`src/rtl/evt_cnt_pkg.sv`:
```
package evt_cnt_pkg;
  typedef enum logic [1:0] {
    MODE_SW_DIR  = 2'd0,
    MODE_PIN_DIR = 2'd1,
    MODE_UP_DN   = 2'd2,
    MODE_QUAD    = 2'd3
  } clk_mode_e;

  localparam int STAT_W = 16;
  localparam logic [STAT_W-1:0] STAT_OK      = 16'h0000;
  localparam logic [STAT_W-1:0] STAT_BAD_ID  = 16'h80A1;
  localparam logic [STAT_W-1:0] STAT_BAD_DIR = 16'h80B1;
  localparam logic [STAT_W-1:0] STAT_BUSY    = 16'h80C0;
  localparam logic [STAT_W-1:0] STAT_OFF     = 16'h80D0;
endpackage

```
`src/rtl/evt_edge_decoder.sv`:
```
module evt_edge_decoder
  import evt_cnt_pkg::*;
(
  input  logic       clk,
  input  logic       rst_n,
  input  clk_mode_e  mode,
  input  logic       sw_up,
  input  logic       pin_a,
  input  logic       pin_b,
  output logic       step_up,
  output logic       step_dn
);
  logic prev_a, prev_b;
  logic rise_a, rise_b;
  logic [1:0] idx_old, idx_new, idx_diff;

  always_ff @(posedge clk) begin
    if (!rst_n) begin
      prev_a <= 1'b0;
      prev_b <= 1'b0;
    end else begin
      prev_a <= pin_a;
      prev_b <= pin_b;
    end
  end

  assign rise_a   = pin_a & ~prev_a;
  assign rise_b   = pin_b & ~prev_b;
  assign idx_old  = {prev_b, prev_a ^ prev_b};
  assign idx_new  = {pin_b, pin_a ^ pin_b};
  assign idx_diff = idx_new - idx_old;

  always_comb begin
    step_up = 1'b0;
    step_dn = 1'b0;
    unique case (mode)
      MODE_SW_DIR: begin
        step_up = rise_a & sw_up;
        step_dn = rise_a & ~sw_up;
      end
      MODE_PIN_DIR: begin
        step_up = rise_a & pin_b;
        step_dn = rise_a & ~pin_b;
      end
      MODE_UP_DN: begin
        step_up = rise_a & ~rise_b;
        step_dn = rise_b & ~rise_a;
      end
      MODE_QUAD: begin
        step_up = (idx_diff == 2'd1);
        step_dn = (idx_diff == 2'd3);
      end
      default: ;
    endcase
  end

  assert_one_dir_R5: assert property (@(posedge clk) disable iff (!rst_n)
    $onehot0({step_up, step_dn}));
endmodule

```
`src/rtl/evt_cmd_unit.sv`:
```
module evt_cmd_unit
  import evt_cnt_pkg::*;
#(
  parameter int CNT_W = 32,
  parameter int DIR_W = 16,
  parameter int ID_W  = 4,
  parameter logic [ID_W-1:0] UNIT_ID = 1
) (
  input  logic              clk,
  input  logic              rst_n,
  input  logic              enable,
  input  clk_mode_e         mode,
  input  logic              rst_hold,
  input  logic              cmd_valid,
  output logic              cmd_ready,
  input  logic [ID_W-1:0]   cmd_id,
  input  logic              cmd_set_dir,
  input  logic              cmd_set_cnt,
  input  logic              cmd_set_ref,
  input  logic [DIR_W-1:0]  cmd_dir,
  output logic              rsp_valid,
  input  logic              rsp_ready,
  output logic [STAT_W-1:0] rsp_status,
  output logic              load_dir,
  output logic              load_dir_up,
  output logic              load_cnt,
  output logic              load_ref
);
  localparam logic [DIR_W-1:0] DIR_FWD = DIR_W'(1);
  localparam logic [DIR_W-1:0] DIR_REV = '1;

  logic              accept;
  logic              dir_ok;
  logic [STAT_W-1:0] verdict;
  logic              good;
  logic              rsp_valid_q;
  logic [STAT_W-1:0] rsp_status_q;

  assign dir_ok    = (cmd_dir == DIR_FWD) || (cmd_dir == DIR_REV);
  assign cmd_ready = ~rsp_valid_q | rsp_ready;
  assign accept    = cmd_valid & cmd_ready;

  always_comb begin
    if (cmd_id != UNIT_ID)            verdict = STAT_BAD_ID;
    else if (!enable)                 verdict = STAT_OFF;
    else if (rst_hold)                verdict = STAT_BUSY;
    else if (cmd_set_dir && !dir_ok)  verdict = STAT_BAD_DIR;
    else                              verdict = STAT_OK;
  end

  assign good        = accept && (verdict == STAT_OK);
  assign load_cnt    = good & cmd_set_cnt;
  assign load_ref    = good & cmd_set_ref;
  assign load_dir    = good & cmd_set_dir & (mode == MODE_SW_DIR);
  assign load_dir_up = (cmd_dir == DIR_FWD);

  always_ff @(posedge clk) begin
    if (!rst_n) begin
      rsp_valid_q  <= 1'b0;
      rsp_status_q <= STAT_OK;
    end else if (accept) begin
      rsp_valid_q  <= 1'b1;
      rsp_status_q <= verdict;
    end else if (rsp_ready) begin
      rsp_valid_q  <= 1'b0;
    end
  end

  assign rsp_valid  = rsp_valid_q;
  assign rsp_status = rsp_status_q;

  assert_rsp_hold_R10: assert property (@(posedge clk) disable iff (!rst_n)
    (rsp_valid && !rsp_ready) |=> (rsp_valid && $stable(rsp_status)));

  assert_no_apply_on_err_R9: assert property (@(posedge clk) disable iff (!rst_n)
    (load_cnt || load_ref || load_dir) |=> (rsp_valid && rsp_status == STAT_OK));
endmodule

```
`src/rtl/evt_count_core.sv`:
```
module evt_count_core
  import evt_cnt_pkg::*;
#(
  parameter int CNT_W = 32
) (
  input  logic             clk,
  input  logic             rst_n,
  input  logic             enable,
  input  clk_mode_e        mode,
  input  logic             rst_hold,
  input  logic             step_up,
  input  logic             step_dn,
  input  logic             load_dir,
  input  logic             load_dir_up,
  input  logic             load_cnt,
  input  logic [CNT_W-1:0] new_cnt,
  input  logic             load_ref,
  input  logic [CNT_W-1:0] new_ref,
  output logic [CNT_W-1:0] count_q,
  output logic             dir_q,
  output logic             evt_match,
  output logic             evt_reset,
  output logic             evt_dir
);
  localparam logic [CNT_W-1:0] ONE = CNT_W'(1);

  logic [CNT_W-1:0] ref_q, count_next, ref_next;
  logic             dir_next;
  logic             hold_prev;
  logic             counted;

  assign counted  = enable & ~rst_hold & ~load_cnt & (step_up | step_dn);
  assign ref_next = load_ref ? new_ref : ref_q;

  always_comb begin
    if (rst_hold)       count_next = '0;
    else if (load_cnt)  count_next = new_cnt;
    else if (counted)   count_next = step_up ? count_q + ONE : count_q - ONE;
    else                count_next = count_q;
  end

  always_comb begin
    if (load_dir)
      dir_next = load_dir_up;
    else if (counted && mode != MODE_SW_DIR)
      dir_next = step_up;
    else
      dir_next = dir_q;
  end

  always_ff @(posedge clk) begin
    if (!rst_n) begin
      count_q   <= '0;
      ref_q     <= '0;
      dir_q     <= 1'b1;
      hold_prev <= 1'b0;
      evt_match <= 1'b0;
      evt_reset <= 1'b0;
      evt_dir   <= 1'b0;
    end else begin
      count_q   <= count_next;
      ref_q     <= ref_next;
      dir_q     <= dir_next;
      hold_prev <= rst_hold;
      evt_match <= counted && (count_next == ref_next);
      evt_reset <= rst_hold & ~hold_prev;
      evt_dir   <= (dir_next != dir_q);
    end
  end

  assert_rst_hold_R6: assert property (@(posedge clk) disable iff (!rst_n)
    rst_hold |=> (count_q == '0));

  assert_unit_step_R2: assert property (@(posedge clk) disable iff (!rst_n)
    (!rst_hold && !load_cnt) |=> ((count_q == $past(count_q)) ||
                                  (count_q == $past(count_q) + ONE) ||
                                  (count_q == $past(count_q) - ONE)));

  assert_match_value_R11: assert property (@(posedge clk) disable iff (!rst_n)
    evt_match |-> (count_q == ref_q));

  assert_dir_flip_R12: assert property (@(posedge clk) disable iff (!rst_n)
    evt_dir |-> (dir_q != $past(dir_q)));
endmodule

```
`src/rtl/evt_counter_top.sv`:
```
module evt_counter_top
  import evt_cnt_pkg::*;
#(
  parameter int CNT_W = 32,
  parameter int DIR_W = 16,
  parameter int ID_W  = 4,
  parameter logic [ID_W-1:0] UNIT_ID = 1
) (
  input  logic              clk,
  input  logic              rst_n,
  input  logic              cfg_enable,
  input  logic [1:0]        cfg_mode,
  input  logic              cfg_rst_en,
  input  logic              in_a,
  input  logic              in_b,
  input  logic              in_rst,
  input  logic              cmd_valid,
  output logic              cmd_ready,
  input  logic [ID_W-1:0]   cmd_id,
  input  logic              cmd_set_dir,
  input  logic              cmd_set_cnt,
  input  logic              cmd_set_ref,
  input  logic [DIR_W-1:0]  cmd_dir,
  input  logic [CNT_W-1:0]  cmd_cnt,
  input  logic [CNT_W-1:0]  cmd_ref,
  output logic              rsp_valid,
  input  logic              rsp_ready,
  output logic [STAT_W-1:0] rsp_status,
  output logic [CNT_W-1:0]  count,
  output logic              count_up,
  output logic              evt_match,
  output logic              evt_reset,
  output logic              evt_dir
);
  clk_mode_e mode;
  logic rst_hold;
  logic step_up, step_dn;
  logic load_dir, load_dir_up, load_cnt, load_ref;

  assign mode     = clk_mode_e'(cfg_mode);
  assign rst_hold = cfg_rst_en & in_rst;

  evt_edge_decoder u_dec (
    .clk     (clk),
    .rst_n   (rst_n),
    .mode    (mode),
    .sw_up   (count_up),
    .pin_a   (in_a),
    .pin_b   (in_b),
    .step_up (step_up),
    .step_dn (step_dn)
  );

  evt_cmd_unit #(
    .CNT_W(CNT_W), .DIR_W(DIR_W), .ID_W(ID_W), .UNIT_ID(UNIT_ID)
  ) u_cmd (
    .clk         (clk),
    .rst_n       (rst_n),
    .enable      (cfg_enable),
    .mode        (mode),
    .rst_hold    (rst_hold),
    .cmd_valid   (cmd_valid),
    .cmd_ready   (cmd_ready),
    .cmd_id      (cmd_id),
    .cmd_set_dir (cmd_set_dir),
    .cmd_set_cnt (cmd_set_cnt),
    .cmd_set_ref (cmd_set_ref),
    .cmd_dir     (cmd_dir),
    .rsp_valid   (rsp_valid),
    .rsp_ready   (rsp_ready),
    .rsp_status  (rsp_status),
    .load_dir    (load_dir),
    .load_dir_up (load_dir_up),
    .load_cnt    (load_cnt),
    .load_ref    (load_ref)
  );

  evt_count_core #(.CNT_W(CNT_W)) u_core (
    .clk         (clk),
    .rst_n       (rst_n),
    .enable      (cfg_enable),
    .mode        (mode),
    .rst_hold    (rst_hold),
    .step_up     (step_up),
    .step_dn     (step_dn),
    .load_dir    (load_dir),
    .load_dir_up (load_dir_up),
    .load_cnt    (load_cnt),
    .new_cnt     (cmd_cnt),
    .load_ref    (load_ref),
    .new_ref     (cmd_ref),
    .count_q     (count),
    .dir_q       (count_up),
    .evt_match   (evt_match),
    .evt_reset   (evt_reset),
    .evt_dir     (evt_dir)
  );

  assert_ready_rule_R10: assert property (@(posedge clk) disable iff (!rst_n)
    (!rsp_valid) |-> cmd_ready);
endmodule

```
`config.mk`:
```
export PLATFORM = sky130hd
export DESIGN_NAME = evt_counter_top
export DESIGN_NICKNAME = d
export VERILOG_FILES = /design/src/rtl/evt_cnt_pkg.sv /design/src/rtl/evt_edge_decoder.sv /design/src/rtl/evt_cmd_unit.sv /design/src/rtl/evt_count_core.sv /design/src/rtl/evt_counter_top.sv
export SDC_FILE = /design/constraint.sdc
export NUM_CORES = 1
export LEC_CHECK = 0
export ABC_CLOCK_PERIOD_IN_PS = 4800
export BUFFER_PORTS_ARGS = -buffer_cell sky130_fd_sc_hd__buf_2
export CAP_MARGIN = 10
export CORE_MARGIN = 2
export CORE_UTILIZATION = 49
export DETAILED_ROUTE_END_ITERATION = 10
export GPL_ROUTABILITY_DRIVEN = 0
export PLACE_DENSITY = 0.76
export SYNTH_ARGS = -nofsm -noshare
export SYNTH_HDL_FRONTEND = slang
export SYNTH_SLANG_ARGS = --single-unit
```
`constraint.sdc`:
```
create_clock -name clk -period 4.8 [get_ports clk]
set_input_delay 0.48 -clock clk [delete_from_list [all_inputs] [get_ports clk]]
set_output_delay 0.48 -clock clk [all_outputs]
set_load 0.05 [all_outputs]
```
## After elaboration in Yosys (flattened, before gate mapping)

Cells that the tools add are included.

- Bits in registers: 88
- Input port bits: 98
- Output and inout port bits: 54
- Word-level logic and storage cells: 81

- Add/subtract/negate cells: 3
- Equality and inequality tests: 10
- Multiplexer cells: 15
- Bitwise gates (word level): 32
- Reductions and logical operators: 10

Operator list:

| kind | count |
|---|---|
| $mux 32 | 5 |
| $mux 16 | 4 |
| $add 32x1->32 const B | 1 |
| $eq 32x32->1 | 1 |
| $sub 32x1->32 const B | 1 |
| $and 1x1->1 | 18 |
| $eq 16x1->1 const B | 1 |
| $eq 16x16->1 const B | 1 |
| $logic_not 16->1 | 1 |
| $not 1->1 | 10 |
| $pmux 1 s4 | 2 |
| $eq 2x2->1 const B | 3 |
| $eq 2x1->1 const B | 2 |
| $logic_and 1x1->1 | 4 |
| $mux 1 | 4 |
| $ne 4x1->1 const B | 1 |
| $reduce_bool 2->1 | 2 |
| $logic_not 2->1 | 1 |
| $or 1x1->1 | 2 |
| $sub 2x2->2 | 1 |
| $xor 1x1->1 | 2 |
| $logic_not 1->1 | 1 |
| $logic_or 1x1->1 | 1 |
| $ne 1x1->1 | 1 |

## Logic depth before layout (Yosys ltp)

Gate-level depths: netlist of the first run.

- Depth after elaboration: 19
- Depth in mapped cells: 21
- Gate-level depth less buffers: 20

## Modules after synthesis

From an unflattened synthesis of the first run, not the netlist that was laid out.

- Cells, all modules: 789
- Area total of the unflattened synthesis: 6,197.2 µm²

By module, submodules not included:

| module | instances | cells an instance | area an instance (µm²) |
|---|---|---|---|
| evt_count_core | 1 | 704 | 5,489.0 |
| evt_cmd_unit | 1 | 56 | 456.7 |
| evt_edge_decoder | 1 | 28 | 245.2 |
| evt_counter_top | 1 | 1 | 6.3 |

## Worst setup path before layout of the first run

No wires, ideal clock.

- Path type: input-to-reg
- From: in cfg_mode[0]
- To: reg u_core.evt_match
- Library setup time: 103 ps
- Arrival: 5,202 ps
- Required time: 4,697 ps
- Setup slack: -506 ps
- Stages: 21
- Buffers on the path: 1
- Cell sequence: inv_1 ha_1 nor2_1 a31oi_1 nor2b_1 o21bai_1 inv_1 ha_1 clkbuf_1 nand4_1 nor4_1 o211ai_1 a31oi_1 nor2_1 and3_1 nor4_1 nand4_1 or4_1 a2111oi_2 o211ai_1 a2111oi_2

- Word-level cells in the longest chain between the ends: 9
- Elaborated cells between the ends (all ways): 14
- Those cells by class: 4 x eq/ne; 6 x mux; 2 x bitwise; 2 x reduce/logical

RTL lines:

| element | line | source |
|---|---|---|
| start, declared | evt_counter_top.sv:12 | `input logic [1:0] cfg_mode,` |
| $eq 2x2->1, or another cell as far along | evt_edge_decoder.sv:36 | `unique case (mode)` |
| $pmux 1 s4 | evt_edge_decoder.sv:36 |  |
| $or 1x1->1 | evt_count_core.sv:32 | `assign counted = enable & ~rst_hold & ~load_cnt & (step_up \| step_dn);` |
| $and 1x1->1 | evt_count_core.sv:32 |  |
| $mux 32 | evt_count_core.sv:38 | `else if (counted) count_next = step_up ? count_q + ONE : count_q - ONE;` |
| $mux 32 | evt_count_core.sv:37 | `else if (load_cnt) count_next = new_cnt;` |
| $mux 32 | evt_count_core.sv:36 | `if (rst_hold) count_next = '0;` |
| $eq 32x32->1 | evt_count_core.sv:65 | `evt_match <= counted && (count_next == ref_next);` |
| $logic_and 1x1->1 (*) | evt_count_core.sv:65 |  |
| end signal, assigned | evt_count_core.sv:65 |  |
| end, declared | evt_count_core.sv:21 | `output logic evt_match,` |

Mark *: on every way between the ends. The rest lies on a longest branch, timed or not.
A chain may end at the register's enable or synchronous reset.

## Worst setup path in the final report of the first run

Same ends and word-level chain as after synthesis.

==> run metrics, run 1 <==
Leakage 0.00421 µW; area grow syn2layout 45.2%; clock skew around 0.008 ns; die height roughly 110 µm; share of cells above drive strength 1 just under 40%; Critical Path AT 5.04 ns; std cell rows 40; critical path's top delay family compound AO/OA/AOI/OAI gates; clock slew at reported path FFs 0.06 ns; mean post-synth cell area about 8 µm²; number of diodes 0; share of power burned in the clock network about 28%; Post-synth top cells dfxtp_1 (76), nand2_1 (67), nor2_1 (64); met3 WL post-DR between 2000 and 2500 µm; Critical-path top delay cell a211oi_2; Switching Power between 1000 and 1500 µW; Initial Util 50.1%; first-pass iteration count of the detailed router 6; adder-cell share of the synthesized area under 10%; Slew headroom between 30% and 40%; Worst-Skew Late Latency approximately 0.35 ns; Worst R2R Setup Slack 0 ns; critical path's largest stage delay approximately 0.37 ns; fillers roughly 870; Max-Cap Viols 0; vias in the first global route just over 6000; Tcrit/Tclk final 100%; dominant cell type by area after synthesis dfxtp_1; Post-synth top flop dfxtp_1; Final nets 1132; I/O Buffers 141; H-tree levels 3; worst r2r src u_dec.prev_b; clock root buffer master clkbuf_16; largest family of logic cells by synthesized area compound AO/OA/AOI/OAI gates; global-route wire length before repair between 30000 and 40000 µm; worst hold path class register to register; Clock Path Buffers 2; via/cell ratio approximately 6; sequential-to-total area share from yosys stat between 20% and 30%; fmax between 200 and 250 MHz; Sw Share approximately 38%; Crit Path Max Fanout 6; Synth Area in XOR/XNOR 5.68%; Tmin final ~4.8 ns; Core Util, Final between 70% and 80%; synth unique cells 70; antenna violations before repair 1; Compound-Gate Fraction of Synth Area about a quarter; Crit path required time 5.03 ns; Synth Register Bits between 70 and 80; Power Internal between 1500 and 2000 µW; Avg WL per Cell about 20 µm; share of the synthesized area in the top cell type 25.3%; Combinational Power Share 47.9%; Crit Path Category primary input to register; pins over their slew limit 0; Detail Route Antenna Nets 0; via count between 6000 and 7000; final setup fails 1; DP Wirelength about 15000 µm; CTS Buf Count 9; Worst-Margin Slew around 0.93 ns; dpl cells approximately 1100; VDD IR-drop max ~0.24 mV; crit path from cfg_mode[0]; TritonCTS clock tree built; residual DRC count 0; Die W approximately 110 µm; uppermost layer routed met5; PD cells around 330 nW/µm²; DRT met1 WL ~9000 µm; 1st-iter DRT viols 856; post-synthesis mux area share 8.90%; fin cells roughly 1100; Cells after Synth roughly 750; Critical path buffers and inverters 7; FFs w/ async S/R, synth 0%; yosys synthesis warning count 0; EDFF count, synth 0; outcome finished with violations; Tot GR Track Use between 30% and 40%; largest net degree at the start of global routing 47; Simple-Gate Fraction of Synth Area 22.3%; Die ar. ~13000 µm²; failing checks setup timing; RSZ-0062 raised after global routing yes; Flop pwr share a little under a quarter; Mapped Area around 6000 µm²; Final WS setup -0.0139 ns; Core ar. approximately 12000 µm²; Overflow after GRT 0; Num Clock Sinks 76; hold path startpoint u_core.hold_prev; CP Launch Type primary input; Ports 152; met2 wire length a little over 10000 µm; Hold Fails Final Rpt 0; Synth area leaders dfxtp_1 (25%), ha_1 (7.5%), mux2i_1 (7.2%), nor2b_1 (4.3%), nand2_1 (4.2%); CP endpoint kind register; final WL ~22000 µm; most frequent cell after synthesis dfxtp_1
==> metal layers <==
metal  GRT usage, %  up-vias
li1               -     3235
met1           42.8     3230
met2           45.6      442
met3           5.85       88
met4           12.0        2
met5              0        -
==> sequential cells by signal (all words and copies together), names as in the netlist <==
signal            cells
u_core.evt_match      1
u_cmd.rsp_status      4
u_core.evt_dir        1
u_core.hold_prev      1
u_core.count_q       32
u_dec.prev_a          1
u_cmd.rsp_valid       1
u_core.ref_q         32
u_core.dir_q          1
u_core.evt_reset      1
u_dec.prev_b          1
==> cell usage in the layout, fill, tap and decap left out, drive strengths merged, types with 4 or more instances in the layout <==
cell type,instances
mux2,9
o311ai,4
dfxtp,76
nor2b,41
nor2,64
ha,36
o211ai,27
nor3,13
a21boi,7
or4,5
mux2i,43
clkbuf,13
buf,274
and2,10
conb,10
xor2,22
a211oi,10
o21ai,32
a31oi,9
nand4,10
inv,18
a21oi,48
o2111ai,4
a21o,16
nand3,19
a22oi,7
nor4,7
o21a,5
xnor2,17
and3,9
nand2b,8
o21bai,5
nand2,67
==> kinds of logic (layout without fill, tap and decap cells) <==
group,count (synthesis),after routing
and+or+nand+nor,267,267
AOI/OAI and AO/OA,211,211
DFF,76,76
buffers and inverters,69,310
muxes,52,52
xor gates and xnor gates,39,39
adders and majority gates,37,37
other,1,10
==> what timing repair did <==
item,4_1_cts,5_1_grt
hold buffers,0,0
pin swaps,8,49
cloned,0,3
resized for setup,23,86
endpoints found under the setup margin,1,1
buffers inserted,5,8
==> worst reg2reg max path, delay by kind of cell (launching register included) <==
| family | cells | cell delay [ns] |
|---|---|---|
| buffers and inverters | 6 | 0.85 |
| XOR/XNOR | 1 | 0.11 |
| multiplexers | 1 | 0.32 |
| adder cells (fa/ha/maj) | 2 | 0.37 |
| flip-flops | 1 | 0.34 |
| AO/OA/AOI/OAI | 12 | 2.38 |
| AND/OR/NAND/NOR | 2 | 0.29 |
==> layout make-up <==
class	instances	area, µm²	share of cell area [%]
multi-input combinational	616	4800	54.9
timing repair buffer	276	1810	20.7
sequential	76	1520	17.4
clock buffer	11	243	2.78
tap	147	184	2.11
clock inverter	5	108	1.23
inverter	18	72.6	0.831
==> power groups by stage <==
| stage | clock network, µW | logic [µW] | registers [µW] |
|---|---|---|---|
| floorplan | 0 | 612 | 764 |
| global placement | 0 | 1080 | 693 |
| detailed placement | 0 | 1100 | 693 |
| CTS | 818 | 1150 | 679 |
| global route | 850 | 1460 | 687 |
| finish | 816 | 1380 | 686 |
==> path summary, 6_finish.rpt <==
path                            to  cells after the start
setup / recovery  u_core.evt_match                     25
hold / removal    u_core.evt_reset                      1
setup reg to reg  u_core.evt_match                     24
hold reg to reg   u_core.evt_reset                      1
==> metrics by stage <==
step           setup TNS (ns)  instance area (µm²)  total power [µW]  hold WS, ns  setup WS, ns
4_1_cts                     0                 8110              2640        0.384       0.00775
5_1_grt                -0.178                 8730              3000        0.398        -0.178
3_5_place_dp           -0.596                 7650              1790        0.376        -0.596
2_1_floorplan          -0.506                 6050              1380        0.367        -0.506
3_3_place_gp           -0.425                 7650              1770        0.369        -0.425
6_report              -0.0139                 8730              2880        0.384       -0.0139
Note: power is estimated with default switching activity, not from simulation.
==> run 2: changes to the inputs <==
--- a/config.mk
+++ b/config.mk
@@ -5,7 +5,7 @@
 export SDC_FILE = /design/constraint.sdc
 export NUM_CORES = 1
 export LEC_CHECK = 0
-export ABC_CLOCK_PERIOD_IN_PS = 4800
+export ABC_CLOCK_PERIOD_IN_PS = 4200
 export BUFFER_PORTS_ARGS = -buffer_cell sky130_fd_sc_hd__buf_2
 export CAP_MARGIN = 10
 export CORE_MARGIN = 2
@@ -13,6 +13,7 @@
 export DETAILED_ROUTE_END_ITERATION = 10
 export GPL_ROUTABILITY_DRIVEN = 0
 export PLACE_DENSITY = 0.76
+export SETUP_SLACK_MARGIN = 0.05
 export SYNTH_ARGS = -nofsm -noshare
 export SYNTH_HDL_FRONTEND = slang
 export SYNTH_SLANG_ARGS = --single-unit
==> constraint.sdc (replaced) <==
create_clock -name clk -period 4.2 [get_ports clk]
set_input_delay 0.42 -clock clk [delete_from_list [all_inputs] [get_ports clk]]
set_output_delay 0.42 -clock clk [all_outputs]
set_load 0.05 [all_outputs]
==> run 2 against run 1 <==
Effect of this change:
- the flow still finishes with violations (setup timing)
- largest cell class unchanged
- final cell count rose by 4.4%
- total power rose by 16%
- worst setup slack got worse by 0.71 ns
- hold slack got worse by 0.022 ns
- highest routed layer is now met4
- clock power rose by 12%
- design area rose by 3.8%
- sequential share of layout area fell by 0.63 points
==> run metrics, run 2 (same netlist as run 1, synthesis figures left out) <==
TritonCTS clock tree built (unchanged); first-pass iteration count of the detailed router 6 (unchanged); hold slack final 0.362 ns (was 0.384 ns); vias in the first global route 6884 (was 6059); Clock Path Buffers 2 (unchanged); Num Clock Sinks 76 (unchanged); Max-Cap Viols 0 (unchanged); failing checks setup timing (unchanged); fmax between 200 and 250 MHz; Leakage 0.00443 µW (was 0.00421 µW); DP Wirelength 16500 µm (was 15300 µm); Overflow after GRT 0 (unchanged); fin area 9070 µm² (was 8730 µm²); Critical Path, Cell by Cell buf_4 -> or3b_4 -> nor2b_4 -> o21bai_4 -> clkinvlp_4 -> buf_12 -> buf_16 -> ha_1 -> a21oi_1 -> buf_4 -> and2_1 -> o21ai_0 -> buf_4 -> a31oi_1 -> xor2_1 -> o21ai_1 -> o32a_1 -> o2111ai_1 -> a2111oi_4 -> o211ai_1 -> a2111oi_2; I/O Buffers 141 (unchanged); commonest non-fill, non-tap cell in the layout buf_4 (was buf_2); Critical Path AT 5.17 ns (was 5.04 ns); Crit path required time 4.45 ns (was 5.03 ns); Tot GR Track Use 34.0% (was 30.3%); Slew headroom 53.5% (was 37.7%); antenna violations before repair 0 (was 1); Avg WL per Cell 19.3 µm (was 19.4 µm); clock skew 0.0183 ns (was 0.00800 ns); global-route wire length before repair 35200 µm (was 31200 µm); number of diodes 0 (unchanged); RSZ-0062 raised after global routing yes (unchanged); final WL 23200 µm (was 22300 µm); Worst-Skew Late Latency 0.35 ns (about the same); most frequent cells in the layout buf_4 (179), buf_2 (141), dfxtp_1 (73) (was buf_2 (141), buf_4 (126), dfxtp_1 (74)); PD cells 370 nW/µm² (was 330 nW/µm²); Die ar. 13200 µm² (unchanged); Tmin final 4.92 ns; pins over their slew limit 0 (unchanged); Hold Fails Final Rpt 0 (unchanged); 1st-iter DRT viols 832 (was 856); Die W 115 µm (unchanged); Crit Path Category register to register (was primary input to register); largest net degree at the start of global routing 46 (was 47); DP Area 8120 µm² (was 7650 µm²); Core Util, Final 75.5% (was 72.7%); critical path's largest stage delay 0.51 ns (was 0.37 ns); CTS Buf Count 9 (unchanged); fillers 844 (was 869); std cell rows 40 (unchanged); CP Launch Type register (was primary input); total power 3350 µW (was 2880 µW); via/cell ratio 6.07 (was 6.09); residual DRC count 0 (unchanged); Initial Util 50.1% (unchanged); clock slew at reported path FFs 0.07 ns (was 0.06 ns); final setup fails 5 (was 1); outcome finished with violations (unchanged); CP endpoint kind register (unchanged); Ports 152 (unchanged); critical path's most frequent cell buf_4; Core ar. 12000 µm² (unchanged); die height 115 µm (unchanged); Detail Route Antenna Nets 0 (unchanged); Crit Path Max Fanout 8 (was 6); area grow syn2layout 50.8% (was 45.2%); hold_buf cts 0 (unchanged); Critical-path top delay cell o21ai_0 (was a211oi_2); via count 7280 (was 6997); VDD IR-drop max 0.321 mV (was 0.236 mV); share of cells above drive strength 1 41.3% (was 38.6%); H-tree levels 3 (unchanged); worst hold path class primary input to register (was register to register); Final WS setup -0.721 ns (was -0.0139 ns); Final nets 1183 (was 1132); Post-Place Setup Slack -1.14 ns (was -0.596 ns); Worst-Margin Slew 0.678 ns (was 0.934 ns); Tcrit/Tclk final 117%; clock root buffer master clkbuf_16 (unchanged)
-- run 2: cell count changes in the layout (fill, tap and decap cells not counted), sizes merged --
| cell | delta |
|---|---|
| buf | +53 |
| clkbuf | -4 |
| clkinvlp | +1 |
| inv | +1 |
-- run 2: report_power, final --
part / internal [µW] / switching (µW) / total (µW)
sequential: 749 / 33.1 / 782
combinational: 753 / 902 / 1660
clock: 585 / 331 / 916
total: 2090 / 1270 / 3350
-- run 2: final timing paths --
check / from / end / slack (ns) / cells after the start
min: cmd_cnt[25] / u_core.count_q[25] / 0.36 / 3
max: u_dec.prev_a / u_core.evt_match / -0.72 / 21
min reg2reg: u_core.hold_prev / u_core.evt_reset / 0.38 / 1
max reg2reg: u_dec.prev_a / u_core.evt_match / -0.72 / 21
-- run 2: cell type report --
type	instances	area, µm²	share of cell area, %
Multi-Input combinational cell	616	4770	52.6
Timing Repair Buffer	327	2160	23.8
Sequential cell	76	1530	16.8
Clock buffer	9	225	2.48
Tap cell	147	184	2.03
Clock inverter	7	121	1.34
Inverter	18	76.3	0.842
-- run 2: layer usage --
layer | part of all wire, % | vias up | track usage (%) | wire [µm]
met2 | 45 | 459 | 53.8 | 10400
met3 | 10 | 102 | 7.91 | 2330
met4 | 4.3 | 0 | 13.1 | 1000
met5 | 0 | - | 0 | 0
li1 | - | 3331 | - | -
met1 | 41 | 3388 | 45.3 | 9450
-- run 2: through the flow --
stage               setup TNS (ns)  instances
detailed placement           -2.60       1162
floorplan                    -1.15        761
finish                       -1.21       1200
global placement             -1.72       1162
global route                 -2.26       1200
CTS                         -0.420       1193
-- run 2: repair_timing --
item,CTS,global route
pin swaps,38,23
resized for setup,54,31
buffers inserted,15,8
setup endpoints to repair,6,9
hold endpoints to repair,0,0
gates cloned,1,0
-- run 2: critical path: cells and delay by family (launching register included) --
| family | cells | cell delay (ns) |
|---|---|---|
| adder cells (fa/ha/maj) | 1 | 0.34 |
| buffers and inverters | 6 | 1.03 |
| AO/OA/AOI/OAI | 10 | 2.29 |
| flip-flops | 1 | 0.33 |
| XOR/XNOR | 1 | 0.20 |
| AND/OR/NAND/NOR | 3 | 0.63 |
